[src/rtl/icap_pkg.sv]
package icap_pkg;

   typedef enum logic [1:0] {
      EDGE_OFF  = 2'b00,
      EDGE_RISE = 2'b01,
      EDGE_FALL = 2'b10,
      EDGE_ANY  = 2'b11
   } edge_sel_e;

   localparam int unsigned REG_STATUS   = 0;
   localparam int unsigned REG_EDGE     = 1;
   localparam int unsigned REG_IEN      = 2;
   localparam int unsigned REG_PIN      = 3;
   localparam int unsigned REG_CAP_BASE = 4;

endpackage

[src/rtl/icap_qualifier.sv]
module icap_qualifier #(
   parameter int unsigned SYNC_DEPTH = 2,
   parameter bit          FILTER_EN  = 1'b1
) (
   input  logic clk,
   input  logic rst_n,
   input  logic pin_i,
   output logic level_o,
   output logic rise_o,
   output logic fall_o
);

   if (SYNC_DEPTH < 2) begin : g_bad_depth
      $error("icap_qualifier: SYNC_DEPTH must be at least 2");
   end

   logic [SYNC_DEPTH-1:0] sync_q;
   logic                  sync_last;

   always_ff @(posedge clk or negedge rst_n) begin
      if (!rst_n) sync_q <= '0;
      else        sync_q <= {sync_q[SYNC_DEPTH-2:0], pin_i};
   end

   assign sync_last = sync_q[SYNC_DEPTH-1];

   if (FILTER_EN) begin : g_filter
      logic prev_q;
      logic level_q;
      logic agree;

      assign agree = (sync_last == prev_q);

      always_ff @(posedge clk or negedge rst_n) begin
         if (!rst_n) begin
            prev_q  <= 1'b0;
            level_q <= 1'b0;
         end else begin
            prev_q <= sync_last;
            if (agree && (sync_last != level_q)) level_q <= sync_last;
         end
      end

      assign rise_o  = agree &  sync_last & ~level_q;
      assign fall_o  = agree & ~sync_last &  level_q;
      assign level_o = level_q;

      // a new level is taken only after two consecutive equal samples
      p_accept_two_r4: assert property (@(posedge clk) disable iff (!rst_n)
         $rose(level_q) |-> ($past(sync_last) && $past(sync_last, 2)));
      p_release_two_r4: assert property (@(posedge clk) disable iff (!rst_n)
         $fell(level_q) |-> (!$past(sync_last) && !$past(sync_last, 2)));
   end else begin : g_nofilter
      logic level_q;

      always_ff @(posedge clk or negedge rst_n) begin
         if (!rst_n) level_q <= 1'b0;
         else        level_q <= sync_last;
      end

      assign rise_o  =  sync_last & ~level_q;
      assign fall_o  = ~sync_last &  level_q;
      assign level_o = level_q;
   end

endmodule

[src/rtl/icap_channel.sv]
module icap_channel
   import icap_pkg::*;
#(
   parameter int unsigned CNT_W = 16
) (
   input  logic             clk,
   input  logic             rst_n,
   input  edge_sel_e        sel_i,
   input  logic             rise_i,
   input  logic             fall_i,
   input  logic [CNT_W-1:0] timer_i,
   output logic             capture_o,
   output logic [CNT_W-1:0] value_o
);

   logic             want_rise;
   logic             want_fall;
   logic [CNT_W-1:0] cap_q;

   always_comb begin
      want_rise = 1'b0;
      want_fall = 1'b0;
      case (sel_i)
         EDGE_RISE: want_rise = 1'b1;
         EDGE_FALL: want_fall = 1'b1;
         EDGE_ANY: begin
            want_rise = 1'b1;
            want_fall = 1'b1;
         end
         default: ;
      endcase
   end

   assign capture_o = (rise_i & want_rise) | (fall_i & want_fall);

   always_ff @(posedge clk or negedge rst_n) begin
      if (!rst_n)         cap_q <= '0;
      else if (capture_o) cap_q <= timer_i;
   end

   assign value_o = cap_q;

   // stored value is the timer value of the capture cycle
   p_cap_load_r5: assert property (@(posedge clk) disable iff (!rst_n)
      capture_o |=> (cap_q == $past(timer_i)));
   // no accepted edge, no change
   p_cap_hold_r11: assert property (@(posedge clk) disable iff (!rst_n)
      !capture_o |=> $stable(cap_q));

endmodule

[src/rtl/icap_flags.sv]
module icap_flags #(
   parameter int unsigned NUM_CH = 3
) (
   input  logic              clk,
   input  logic              rst_n,
   input  logic [NUM_CH-1:0] set_i,
   input  logic              rd_stat_i,
   input  logic              wr_stat_i,
   input  logic [NUM_CH-1:0] wdata_i,
   input  logic [NUM_CH-1:0] ien_i,
   output logic [NUM_CH-1:0] flags_o,
   output logic              irq_o
);

   logic [NUM_CH-1:0] flags_q;
   logic [NUM_CH-1:0] armed_q;
   logic [NUM_CH-1:0] zero_wr;

   assign zero_wr = {NUM_CH{wr_stat_i}} & ~wdata_i;

   for (genvar i = 0; i < NUM_CH; i++) begin : g_bit
      always_ff @(posedge clk or negedge rst_n) begin
         if (!rst_n) begin
            flags_q[i] <= 1'b0;
            armed_q[i] <= 1'b0;
         end else begin
            // a capture always wins and withdraws any pending read
            if (set_i[i])                       flags_q[i] <= 1'b1;
            else if (zero_wr[i] && armed_q[i])  flags_q[i] <= 1'b0;

            if (set_i[i])                       armed_q[i] <= 1'b0;
            else if (zero_wr[i])                armed_q[i] <= 1'b0;
            else if (rd_stat_i && flags_q[i])   armed_q[i] <= 1'b1;
         end
      end

      // a pending read exists only for a set flag
      p_arm_needs_flag_r7: assert property (@(posedge clk) disable iff (!rst_n)
         armed_q[i] |-> flags_q[i]);
      // a flag drops only through an armed zero write
      p_clear_by_write_r7: assert property (@(posedge clk) disable iff (!rst_n)
         $fell(flags_q[i]) |->
            ($past(wr_stat_i) && !$past(wdata_i[i]) && $past(armed_q[i])));
      // writes never raise a flag
      p_no_set_by_write_r8: assert property (@(posedge clk) disable iff (!rst_n)
         $rose(flags_q[i]) |-> $past(set_i[i]));
      // a capture event always leaves the flag set
      p_capture_wins_r9: assert property (@(posedge clk) disable iff (!rst_n)
         set_i[i] |=> flags_q[i]);
   end

   assign flags_o = flags_q;
   assign irq_o   = |(flags_q & ien_i);

endmodule

[src/rtl/icap_bank.sv]
module icap_bank
   import icap_pkg::*;
#(
   parameter int unsigned NUM_CH     = 3,
   parameter int unsigned CNT_W      = 16,
   parameter int unsigned DATA_W     = 16,
   parameter int unsigned ADDR_W     = 4,
   parameter int unsigned SYNC_DEPTH = 2,
   parameter bit          FILTER_EN  = 1'b1
) (
   input  logic              clk,
   input  logic              rst_n,
   input  logic [CNT_W-1:0]  timer_cnt,
   input  logic [NUM_CH-1:0] cap_pin,
   input  logic              bus_sel,
   input  logic              bus_wr,
   input  logic [ADDR_W-1:0] bus_addr,
   input  logic [DATA_W-1:0] bus_wdata,
   output logic [DATA_W-1:0] bus_rdata,
   output logic              irq
);

   localparam int unsigned EDGE_W = 2 * NUM_CH;
   localparam int unsigned REG_CNT = REG_CAP_BASE + NUM_CH;

   if (NUM_CH < 1)              begin : g_bad_ch   $error("icap_bank: NUM_CH must be at least 1"); end
   if (EDGE_W > DATA_W)         begin : g_bad_edge $error("icap_bank: edge fields exceed DATA_W"); end
   if (CNT_W > DATA_W)          begin : g_bad_cnt  $error("icap_bank: CNT_W exceeds DATA_W"); end
   if (REG_CNT > (1 << ADDR_W)) begin : g_bad_addr $error("icap_bank: ADDR_W too small"); end

   logic [EDGE_W-1:0] edge_cfg_q;
   logic [NUM_CH-1:0] ien_q;
   logic [NUM_CH-1:0] level;
   logic [NUM_CH-1:0] rise;
   logic [NUM_CH-1:0] fall;
   logic [NUM_CH-1:0] capture;
   logic [NUM_CH-1:0] flags;
   logic [CNT_W-1:0]  cap_val [NUM_CH];
   logic              rd_stat;
   logic              wr_stat;
   logic              wr_edge;
   logic              wr_ien;
   logic              unused_wdata;

   assign unused_wdata = ^bus_wdata;

   assign rd_stat = bus_sel & ~bus_wr & (bus_addr == ADDR_W'(REG_STATUS));
   assign wr_stat = bus_sel &  bus_wr & (bus_addr == ADDR_W'(REG_STATUS));
   assign wr_edge = bus_sel &  bus_wr & (bus_addr == ADDR_W'(REG_EDGE));
   assign wr_ien  = bus_sel &  bus_wr & (bus_addr == ADDR_W'(REG_IEN));

   always_ff @(posedge clk or negedge rst_n) begin
      if (!rst_n) begin
         edge_cfg_q <= '0;
         ien_q      <= '0;
      end else begin
         if (wr_edge) edge_cfg_q <= bus_wdata[EDGE_W-1:0];
         if (wr_ien)  ien_q      <= bus_wdata[NUM_CH-1:0];
      end
   end

   for (genvar i = 0; i < NUM_CH; i++) begin : g_ch
      icap_qualifier #(
         .SYNC_DEPTH (SYNC_DEPTH),
         .FILTER_EN  (FILTER_EN)
      ) u_qual (
         .clk     (clk),
         .rst_n   (rst_n),
         .pin_i   (cap_pin[i]),
         .level_o (level[i]),
         .rise_o  (rise[i]),
         .fall_o  (fall[i])
      );

      icap_channel #(
         .CNT_W (CNT_W)
      ) u_chan (
         .clk       (clk),
         .rst_n     (rst_n),
         .sel_i     (edge_sel_e'(edge_cfg_q[2*i +: 2])),
         .rise_i    (rise[i]),
         .fall_i    (fall[i]),
         .timer_i   (timer_cnt),
         .capture_o (capture[i]),
         .value_o   (cap_val[i])
      );
   end

   icap_flags #(
      .NUM_CH (NUM_CH)
   ) u_flags (
      .clk       (clk),
      .rst_n     (rst_n),
      .set_i     (capture),
      .rd_stat_i (rd_stat),
      .wr_stat_i (wr_stat),
      .wdata_i   (bus_wdata[NUM_CH-1:0]),
      .ien_i     (ien_q),
      .flags_o   (flags),
      .irq_o     (irq)
   );

   always_comb begin
      bus_rdata = '0;
      if (bus_addr == ADDR_W'(REG_STATUS)) bus_rdata[NUM_CH-1:0] = flags;
      if (bus_addr == ADDR_W'(REG_EDGE))   bus_rdata[EDGE_W-1:0] = edge_cfg_q;
      if (bus_addr == ADDR_W'(REG_IEN))    bus_rdata[NUM_CH-1:0] = ien_q;
      if (bus_addr == ADDR_W'(REG_PIN))    bus_rdata[NUM_CH-1:0] = level;
      for (int i = 0; i < NUM_CH; i++) begin
         if (bus_addr == ADDR_W'(REG_CAP_BASE + i)) bus_rdata[CNT_W-1:0] = cap_val[i];
      end
   end

   // no request without an unmasked flag present on the previous edge's state
   p_irq_source_r6: assert property (@(posedge clk) disable iff (!rst_n)
      $rose(irq) |-> (|flags));
   // a disabled channel never captures
   p_off_no_capture_r2: assert property (@(posedge clk) disable iff (!rst_n)
      (edge_cfg_q[1:0] == 2'b00) |-> !capture[0]);

endmodule

[config.mk]
export PLATFORM = sky130hd
export DESIGN_NAME = icap_bank
export DESIGN_NICKNAME = d
export VERILOG_FILES = /design/src/rtl/icap_pkg.sv /design/src/rtl/icap_qualifier.sv /design/src/rtl/icap_channel.sv /design/src/rtl/icap_flags.sv /design/src/rtl/icap_bank.sv
export SDC_FILE = /design/constraint.sdc
export NUM_CORES = 1
export LEC_CHECK = 0
export CAP_MARGIN = 20
export CORE_MARGIN = 2
export CORE_UTILIZATION = 55
export CTS_BUF_LIST = sky130_fd_sc_hd__clkbuf_8
export DETAILED_ROUTE_END_ITERATION = 7
export PLACE_DENSITY = 0.86
export RECOVER_POWER = 25
export SLEW_MARGIN = 20
export SYNTH_ARGS = -nofsm -noshare
export SYNTH_HDL_FRONTEND = slang
export SYNTH_HIERARCHICAL = 1
export SYNTH_SLANG_ARGS = --single-unit
[constraint.sdc]
create_clock -name clk -period 1.9 [get_ports clk]
set_clock_uncertainty 0.05 [all_clocks]
set_input_delay 0.285 -clock clk [delete_from_list [all_inputs] [get_ports clk]]
set_output_delay 0.285 -clock clk [all_outputs]
set_load 0.01 [all_outputs]
==> Yosys cells after proc, flatten, opt, wreduce, memory -nomap -nowiden <==
Cells that the tools add are included.
{ "totals": {"word_cells": 129, "reg_bits": 75, "in_bits": 43} }
{ "classes": {"muxes": 28, "reduce_logical": 23, "eq_ne": 21, "bitwise": 37} }
{ "ops": {"columns": ["cell", "count"], "rows": [
  ["two-way mux 16 bit", 3],
  ["AND 1 bit", 24],
  ["two-way mux 1 bit", 21],
  ["== test 2 bit, second input constant", 6],
  ["== test 4 x 3 -> 1 bit, second input constant", 3],
  ["OR reduction 2 bit", 6],
  ["logical AND 1 bit", 9],
  ["two-way mux 3 bit", 3],
  ["nonzero test 3 bit", 3],
  ["== test 4 x 2 -> 1 bit, second input constant", 2],
  ["NOT 1 bit", 7],
  ["AND 3 bit", 2],
  ["== test 2 x 1 -> 1 bit, second input constant", 3],
  ["two-way mux 6 bit", 1],
  ["nonzero test 2 bit", 3],
  ["== test 4 x 1 -> 1 bit, second input constant", 1],
  ["zero test 4 bit", 1],
  ["== test 1 bit", 3],
  ["!= test 1 bit", 3],
  ["NOT 3 bit", 1],
  ["bitwise OR 1 bit", 3],
  ["OR reduction 3 bit", 1]
]} }

==> Logic depth before layout (Yosys ltp) <==
Gate-level depths: netlist of run 1.
{ "logic_depth": {"depth_word": 8, "mapped_depth": 8, "mapped_depth_nobuf": 7} }

==> By module <==
The synthesis of run 1 kept the hierarchy.
{ "by_module_without_submodules": {"columns": ["module", "area_per_inst_um2", "instances", "cells_each"], "rows": [
  ["icap_channel", 659.4, 3, 35],
  ["icap_bank", 993.5, 1, 112],
  ["icap_qualifier", 160.2, 3, 11],
  ["icap_flags", 254.0, 1, 26]
]} }

==> Worst setup path before layout of run 1 <==
Ideal clock, no wire load.
{ "synth_path": {"kind": "register to register", "startpoint": "reg g_ch[1].u_qual.sync_q[1]", "endpoint": "reg g_ch[1].u_chan.cap_q[0]", "required_ns": 1.725, "setup_time_ns": 0.125, "slack_ns": 0.237, "path_buffers": 1, "arrival_time_ns": 1.488, "synth_period_minus_slack_ns": 1.663, "stages_incl_launch_ff": 6, "cell_sequence": "dfrtp_1 > ha_1 > nor2b_1 > a22oi_4 > buf_12 > mux2_4"} }
{ "synth_between": {"elab_chain_len": 5, "word_cells_on_any_way": 9, "classes_between": "eq/ne: 1; bitwise: 8"} }
{ "synth_rtl": {"columns": ["item", "line", "rtl"], "rows": [
  ["start: declaration", "icap_qualifier.sv:17", "logic [SYNC_DEPTH-1:0] sync_q;"],
  ["start signal: assignment", "icap_qualifier.sv:22", "else sync_q <= {sync_q[SYNC_DEPTH-2:0], pin_i};"],
  ["== test 1 bit", "icap_qualifier.sv:32", "assign agree = (sync_last == prev_q);"],
  ["AND 1 bit * (2 in series)", "icap_qualifier.sv:44", "assign rise_o = agree & sync_last & ~level_q;"],
  ["via rise[1]", "icap_bank.sv:34", "logic [NUM_CH-1:0] rise;"],
  ["AND 1 bit *", "icap_channel.sv:34", "assign capture_o = (rise_i & want_rise) | (fall_i & want_fall);"],
  ["bitwise OR 1 bit *", "icap_channel.sv:34", null],
  ["end signal: assignment", "icap_channel.sv:38", "else if (capture_o) cap_q <= timer_i;"],
  ["end: declaration", "icap_channel.sv:18", "logic [CNT_W-1:0] cap_q;"]
]} }
Mark *: on every way through the listed nets, which the timed path passes. The rest lies on a longest branch.
A chain may end at the register's enable or synchronous reset.

==> Worst setup path after layout of run 1 <==
{ "layout_path": {"startpoint": "reg g_ch[2].u_qual.g_filter.level_q", "endpoint": "out bus_rdata[2]"} }
{ "layout_between": {"elab_chain_len": 4} }
{ "layout_rtl": {"columns": ["item", "line", "rtl"], "rows": [
  ["start: declaration", "icap_qualifier.sv:29", "logic level_q;"],
  ["start signal: assignment", "icap_qualifier.sv:40", "if (agree && (sync_last != level_q)) level_q <= sync_last;"],
  ["two-way mux 3 bit", "icap_bank.sv:108", "if (bus_addr == ADDR_W'(REG_PIN)) bus_rdata[NUM_CH-1:0] = level;"],
  ["two-way mux 16 bit (3 in series)", "icap_bank.sv:110", "if (bus_addr == ADDR_W'(REG_CAP_BASE + i)) bus_rdata[CNT_W-1:0] = cap_val[i];"],
  ["end: declaration", "icap_bank.sv:19", "output logic [DATA_W-1:0] bus_rdata,"]
]} }
Every way passes these cells.

==> results of run 1 <==
==> cell type report <==
type | instances | area (µm²)
multi-input cells | 175 | 1700
repair buffers | 86 | 771
flip-flops and latches | 75 | 1880
clock inverters | 6 | 48.8
fillers | 416 | 1740
clock buffers | 10 | 138
well taps | 77 | 96.3
inverters | 14 | 52.6
==> cell usage in the layout, fill, tap and decap left out, types with 10 or more instances in the layout <==
cell type	instances
dfrtp_1	75
buf_4	26
clkdlybuf4s50_1	24
buf_2	17
mux2i_1	14
or2_1	11
mux2_2	27
clkbuf_8	10
nor2_1	10
inv_1	14
a21oi_1	17
nand2_1	12
mux2_4	30
==> cell families (layout without fill, tap and decap cells) <==
| kind of cell | after synthesis | count (layout) |
|---|---|---|
| adder cells (fa/ha/maj) | 6 | 6 |
| multiplexers | 77 | 77 |
| AND/OR/NAND/NOR | 56 | 56 |
| buffers and inverters | 26 | 116 |
| flip-flops | 75 | 75 |
| AO/OA/AOI/OAI | 36 | 36 |
==> power breakdown <==
part	switching [mW]	internal (mW)
registers	0.377	2.20
clock network	0.614	0.518
logic	0.530	0.997
==> metrics by stage <==
stage	utilization (%)	total power, mW	setup WS, ns	hold slack, ns	cell area (µm²)
after global placement	69.4	4.00	-0.540	0.284	4460
after floorplan	-	3.57	0.237	-0.0606	3710
final	72.9	5.23	0.00668	0.311	4680
after detailed placement	69.4	4.09	-0.592	0.288	4460
after global routing	72.9	5.51	-0.0470	0.315	4680
after CTS	72.9	5.24	-0.0745	0.303	4680
==> cell usage after synthesis (6+ instances only) <==
| cell type | number | area share [%] |
|---|---|---|
| nor2_1 | 13 | 1.3 |
| nor2b_1 | 6 | 1.0 |
| ha_1 | 6 | 2.0 |
| nand2_1 | 12 | 1.2 |
| a21oi_1 | 18 | 2.4 |
| mux2_2 | 27 | 8.2 |
| mux2_4 | 30 | 12 |
| mux2i_1 | 14 | 3.8 |
| or2_1 | 11 | 1.9 |
| dfrtp_1 | 75 | 51 |
| inv_1 | 14 | 1.4 |
==> worst paths after layout <==
kind	start	to	slack, ns	cells after the start
setup / recovery	g_ch[2].u_qual/level_o	bus_rdata[2]	0.007	4
hold / removal	g_ch[0].u_qual/sync_q[0]	g_ch[0].u_qual/sync_q[1]	0.31	0
setup reg to reg	g_ch[1].u_qual/sync_q[1]	g_ch[1].u_chan/value_o[15]	0.09	5
hold reg to reg	g_ch[0].u_qual/sync_q[0]	g_ch[0].u_qual/sync_q[1]	0.31	0
max in group asynchronous	rst_n	g_ch[2].u_chan/value_o[2]	0.46	3
min in group asynchronous	rst_n	g_ch[0].u_qual/g_filter.prev_q	0.67	3
==> critical path: stages (launching register included) <==
cell and delay, ns:
dfrtp_1 0.40, mux4_2 0.52, nor2_4 0.11, a211oi_2 0.04
buf_2 0.14
==> registers in the layout, summed over array words and instances (netlist names) <==
register / count
g_ch.u_chan/value_o: 48
edge_cfg_q: 6
g_ch.u_qual/sync_q: 6
g_ch.u_qual/g_filter.prev_q: 3
g_ch.u_qual/level_o: 3
ien_q: 3
u_flags/armed_q: 3
u_flags/flags_o: 3
==> routing by layer <==
metal,routed length [µm],vias to the layer above,GRT usage [%],share of wire [%]
met5,0,-,0,0
met3,403,24,6.06,5.0
li1,-,1139,-,-
met2,3880,101,36.9,48
met1,3520,1237,30.9,44
met4,189,0,8.95,2.4
==> what timing repair did <==
action / CTS / global route
setup endpoints to repair: 17 / 14
gates resized for setup: 75 / 9
endpoints found under the hold margin: 75 / 0
hold buffers: 1 / 0
setup buffers: 8 / 1
pin swaps: 1 / 3
==> results.py, run 1 <==
metrics = {
    "status": {
        "status": "finished, final reports clean",
    },
    "clock_network": {
        "clock_path_buffers": 2,
        "ctsRootBufferMaster": "clkbuf_8",
        "tritoncts": "yes",
        "clock_latency_ns": 0.35,
        "numCtsBuffers": 9,
        "clkTransAtPathRegs_ns": 0.08,
        "h-tree-depth": 3,
        "clkSinkCount": 75,
    },
    "route": {
        "drtAntennaViolNets": 0,
        "drc": 0,
        "vias_per_cell": 5.65,
        "drt_wl_total_um": 7990,
        "drt-pass1-iter-count": 5,
        "post_drt_wl_per_cell_um": 18.0,
        "num_vias": 2501,
        "dr.first_iter.drc_count": 148,
    },
    "sta": {
        "slew-limit-headroom_pct": 33.2,
        "period_needed_ns": 1.89,
        "rsz0062_at_grt": "yes",
        "finalSetupTns_ns": 0,
        "hold_viol_final": 0,
        "post-route-period-util_pct": 99.6,
        "setup_violations": 0,
        "tightest_slew_ns": 1.00,
        "fmax_mhz": 528,
        "drv_slew": 0,
    },
    "synthesis": {
        "synth-seq-cells": 75,
        "async_reset_ff_share_pct": 100,
        "synth-seq-area-share_pct": 50.6,
        "synth_top_family_by_area": "multiplexers",
        "synth_edf_count": 0,
        "synth.avg_cell_area_um2": 13.4,
        "yosysWarnings": 6,
        "synth-simple-area-share_pct": 8.54,
        "synth_cells": 276,
        "synth_area_um2": 3710,
        "synth_adder_area_share_pct": 2.03,
        "synthesis.nets": 325,
        "synth_compound_area_share_pct": 7.26,
        "muxShareOfSynthArea_pct": 26.9,
        "synth.distinct_cells": 35,
        "synth_flop_cell": "dfrtp_1",
        "synth_xor_area_share_pct": 0,
    },
    "placed_design": {
        "io_buffers": 49,
        "dp_hpwl_um": 5390,
        "dpl.cell_count": 417,
        "gp_congestion": 0.820,
    },
    "power": {
        "p_per_area_nw_per_um2": 1120,
        "p_leak_nw": 2.30,
        "peakVddDrop_v": 0.000562,
    },
    "die": {
        "ios": 60,
        "core_area_um2": 6420,
        "die_w_um": 86.1,
        "rows": 29,
        "die_h_um": 86.1,
        "die_area_um2": 7410,
        "start_util_pct": 57.7,
    },
    "cells_and_area": {
        "syn_to_final_growth_pct": 26.3,
        "final_cells": 443,
        "drive_above_1_share_pct": 40.2,
        "diodes": 0,
        "fin_nets": 410,
    },
    "global_route": {
        "grt_remaining_overflow": 0,
        "antenna_found_initial": 0,
        "grt_pass1_vias": 2643,
        "grt_pass1_wl_um": 13200,
        "gr-usage-all-layers_pct": 23.3,
        "grt_max_degree": 76,
    },
    "setup_path": {
        "endpoint_kind": "output port",
        "crit_required_ns": 1.56,
        "worst_ep_arrival_time_ns": 1.56,
        "critPathMaxFanout": 2,
        "critPathKind": "reg2out",
        "worstSetupStartpointType": "register",
    },
    "worst_hold_path": {
        "hold_class": "reg2reg",
    },
    "flow_run": {
        "drv_cap": 0,
    },
}
(Power assumes the default switching activity.)
==> run 2: changes to the inputs <==
--- a/config.mk
+++ b/config.mk
@@ -6,8 +6,10 @@
 export NUM_CORES = 1
 export LEC_CHECK = 0
 export CAP_MARGIN = 20
+export CELL_PAD_IN_SITES_DETAIL_PLACEMENT = 0
+export CELL_PAD_IN_SITES_GLOBAL_PLACEMENT = 2
 export CORE_MARGIN = 2
-export CORE_UTILIZATION = 55
+export CORE_UTILIZATION = 38
 export CTS_BUF_LIST = sky130_fd_sc_hd__clkbuf_8
 export DETAILED_ROUTE_END_ITERATION = 7
 export PLACE_DENSITY = 0.86
==> run 2 against run 1 <==
Compared with the run above:
- global-route usage is 7.5 points lower
- hold slack worse by 0.0059 ns
- sequential share of layout area is 1.3 points lower
- setup slack better by 0.015 ns
- critical endpoint is now bus_rdata[0]
- largest cell class unchanged
==> results.py, run 2 (synthesis results as in run 1) <==
metrics = {
    "sta": {
        "fmax_mhz": 532,
        "tightest_slew_ns": 1.03,
        "rsz0062_at_grt": "yes",
        "drv_slew": 0,
        "setup_ws_ns": 0.0215,
        "slew-limit-headroom_pct": 31.4,
        "hold_viol_final": 0,
        "post-route-period-util_pct": 98.9,
        "setup_violations": 0,
        "period_needed_ns": 1.88,
        "holdWs_ns": 0.305,
    },
    "cells_and_area": {
        "final_cell_mix": "dfrtp_1 (75), mux2_4 (30), buf_4 (30), mux2_2 (27), clkdlybuf4s50_1 (24)",
        "largest_register_ffs": 48,
        "drive_above_1_share_pct": 40.9,
        "layout_commonest_cell": "dfrtp_1",
        "syn_to_final_growth_pct": 30.4,
        "diodes": 0,
        "fin_nets": 413,
        "final_cells": 502,
    },
    "route": {
        "drc": 0,
        "vias_per_cell": 4.74,
        "dr.first_iter.drc_count": 92,
        "num_vias": 2380,
        "drtAntennaViolNets": 0,
        "drt_wl_total_um": 7890,
        "drt-pass1-iter-count": 4,
        "post_drt_wl_per_cell_um": 15.7,
    },
    "placed_design": {
        "pre_cts_slack_ns": -0.604,
        "io_buffers": 49,
        "dp_hpwl_um": 5410,
        "dpl.cell_count": 475,
        "gp_congestion": 0.788,
    },
    "global_route": {
        "grt_pass1_vias": 2488,
        "grt_max_degree": 76,
        "gr-usage-all-layers_pct": 15.8,
        "grt_remaining_overflow": 0,
        "grt_pass1_wl_um": 12600,
        "antenna_found_initial": 0,
    },
    "clock_network": {
        "ctsRootBufferMaster": "clkbuf_8",
        "numCtsBuffers": 9,
        "clkSinkCount": 75,
        "clkTransAtPathRegs_ns": 0.08,
        "clock_latency_ns": 0.34,
        "h-tree-depth": 3,
        "tritoncts": "yes",
        "clock_path_buffers": 2,
    },
    "power": {
        "p_per_area_nw_per_um2": 1090,
        "p_leak_nw": 2.32,
        "peakVddDrop_v": 0.000440,
    },
    "setup_path": {
        "crit_required_ns": 1.56,
        "worst_ep_arrival_time_ns": 1.54,
        "critPathMaxFanout": 2,
        "endpoint_kind": "output port",
        "critPathKind": "reg2out",
        "worstSetupStartpointType": "register",
    },
    "die": {
        "rows": 36,
        "die_area_um2": 10600,
        "die_h_um": 103,
        "start_util_pct": 38.4,
        "core_area_um2": 9640,
        "die_w_um": 103,
        "ios": 60,
    },
    "worst_hold_path": {
        "hold_class": "reg2reg",
    },
    "status": {
        "status": "finished, final reports clean",
    },
    "flow_run": {
        "drv_cap": 0,
    },
}
run 2: cell count changes in the layout (fill, tap and decap cells not counted), moves of 2 or more:
cell / before / now
o22ai_1: 0 / 3
buf_2: 17 / 10
clkdlybuf4s15_2: 0 / 8
buf_4: 26 / 30
o22ai_2: 3 / 0
nor2_2: 2 / 4
clkinv_2: 0 / 3
buf_6: 2 / 0
run 2: stage by stage:
stage,util (%),total power [mW],instance area (µm²),setup TNS (ns)
floorplan,-,3.57,3710,0
global placement,47.1,4.03,4540,-11.28
detailed placement,47.1,4.09,4540,-11.62
CTS,50.0,5.32,4820,0
global route,50.1,5.60,4830,-0.0405
finish,50.1,5.28,4830,0
run 2: power breakdown:
part	switching (mW)	total, mW	internal (mW)
clock	0.598	1.20	0.601
sequential	0.343	2.54	2.20
combinational	0.512	1.54	1.02
total	1.45	5.28	3.82
run 2: layer usage:
metal | routed length [µm] | global-route usage (%) | vias to the layer above
li1 | - | - | 1149
met4 | 105 | 5.47 | 0
met3 | 251 | 2.85 | 11
met2 | 3760 | 24.5 | 39
met1 | 3780 | 22.4 | 1181
met5 | 0 | 0 | -
run 2: layout make-up:
type                       count  area [µm²]
timing repair buffer          89         858
fill                         893        4810
clock inverter                 7        68.8
clock buffer                   9         124
multi-input combinational    175        1690
inverter                      14        52.6
sequential                    75        1880
tap                          133         166
run 2: critical path, stage by stage (launching register included):
cell      delay, ns
dfrtp_1        0.39
mux4_2         0.49
nor2_2         0.12
a311oi_2       0.05
buf_2          0.15
run 2: timing repair:
item / 4_1_cts / 5_1_grt
gates resized for setup: 69 / 7
setup buffers: 5 / 3
gates cloned: 1 / 1
hold buffers: 1 / 0
endpoints found under the setup margin: 17 / 16
endpoints found under the hold margin: 75 / 0
pin swaps: 2 / 5
run 2: worst paths after layout:
| kind | startpoint | to | slack (ns) | cells past startpoint |
|---|---|---|---|---|
| max reg2reg | g_ch[2].u_qual/level_o | g_ch[2].u_chan/value_o[9] | 0.09 | 7 |
| max | g_ch[0].u_qual/level_o | bus_rdata[0] | 0.02 | 4 |
| min in group asynchronous | rst_n | u_flags/armed_q[1] | 0.70 | 3 |
| min reg2reg | g_ch[0].u_qual/sync_q[0] | g_ch[0].u_qual/sync_q[1] | 0.30 | 0 |
| max in group asynchronous | rst_n | g_ch[1].u_chan/value_o[5] | 0.43 | 3 |
| min | g_ch[0].u_qual/sync_q[0] | g_ch[0].u_qual/sync_q[1] | 0.30 | 0 |
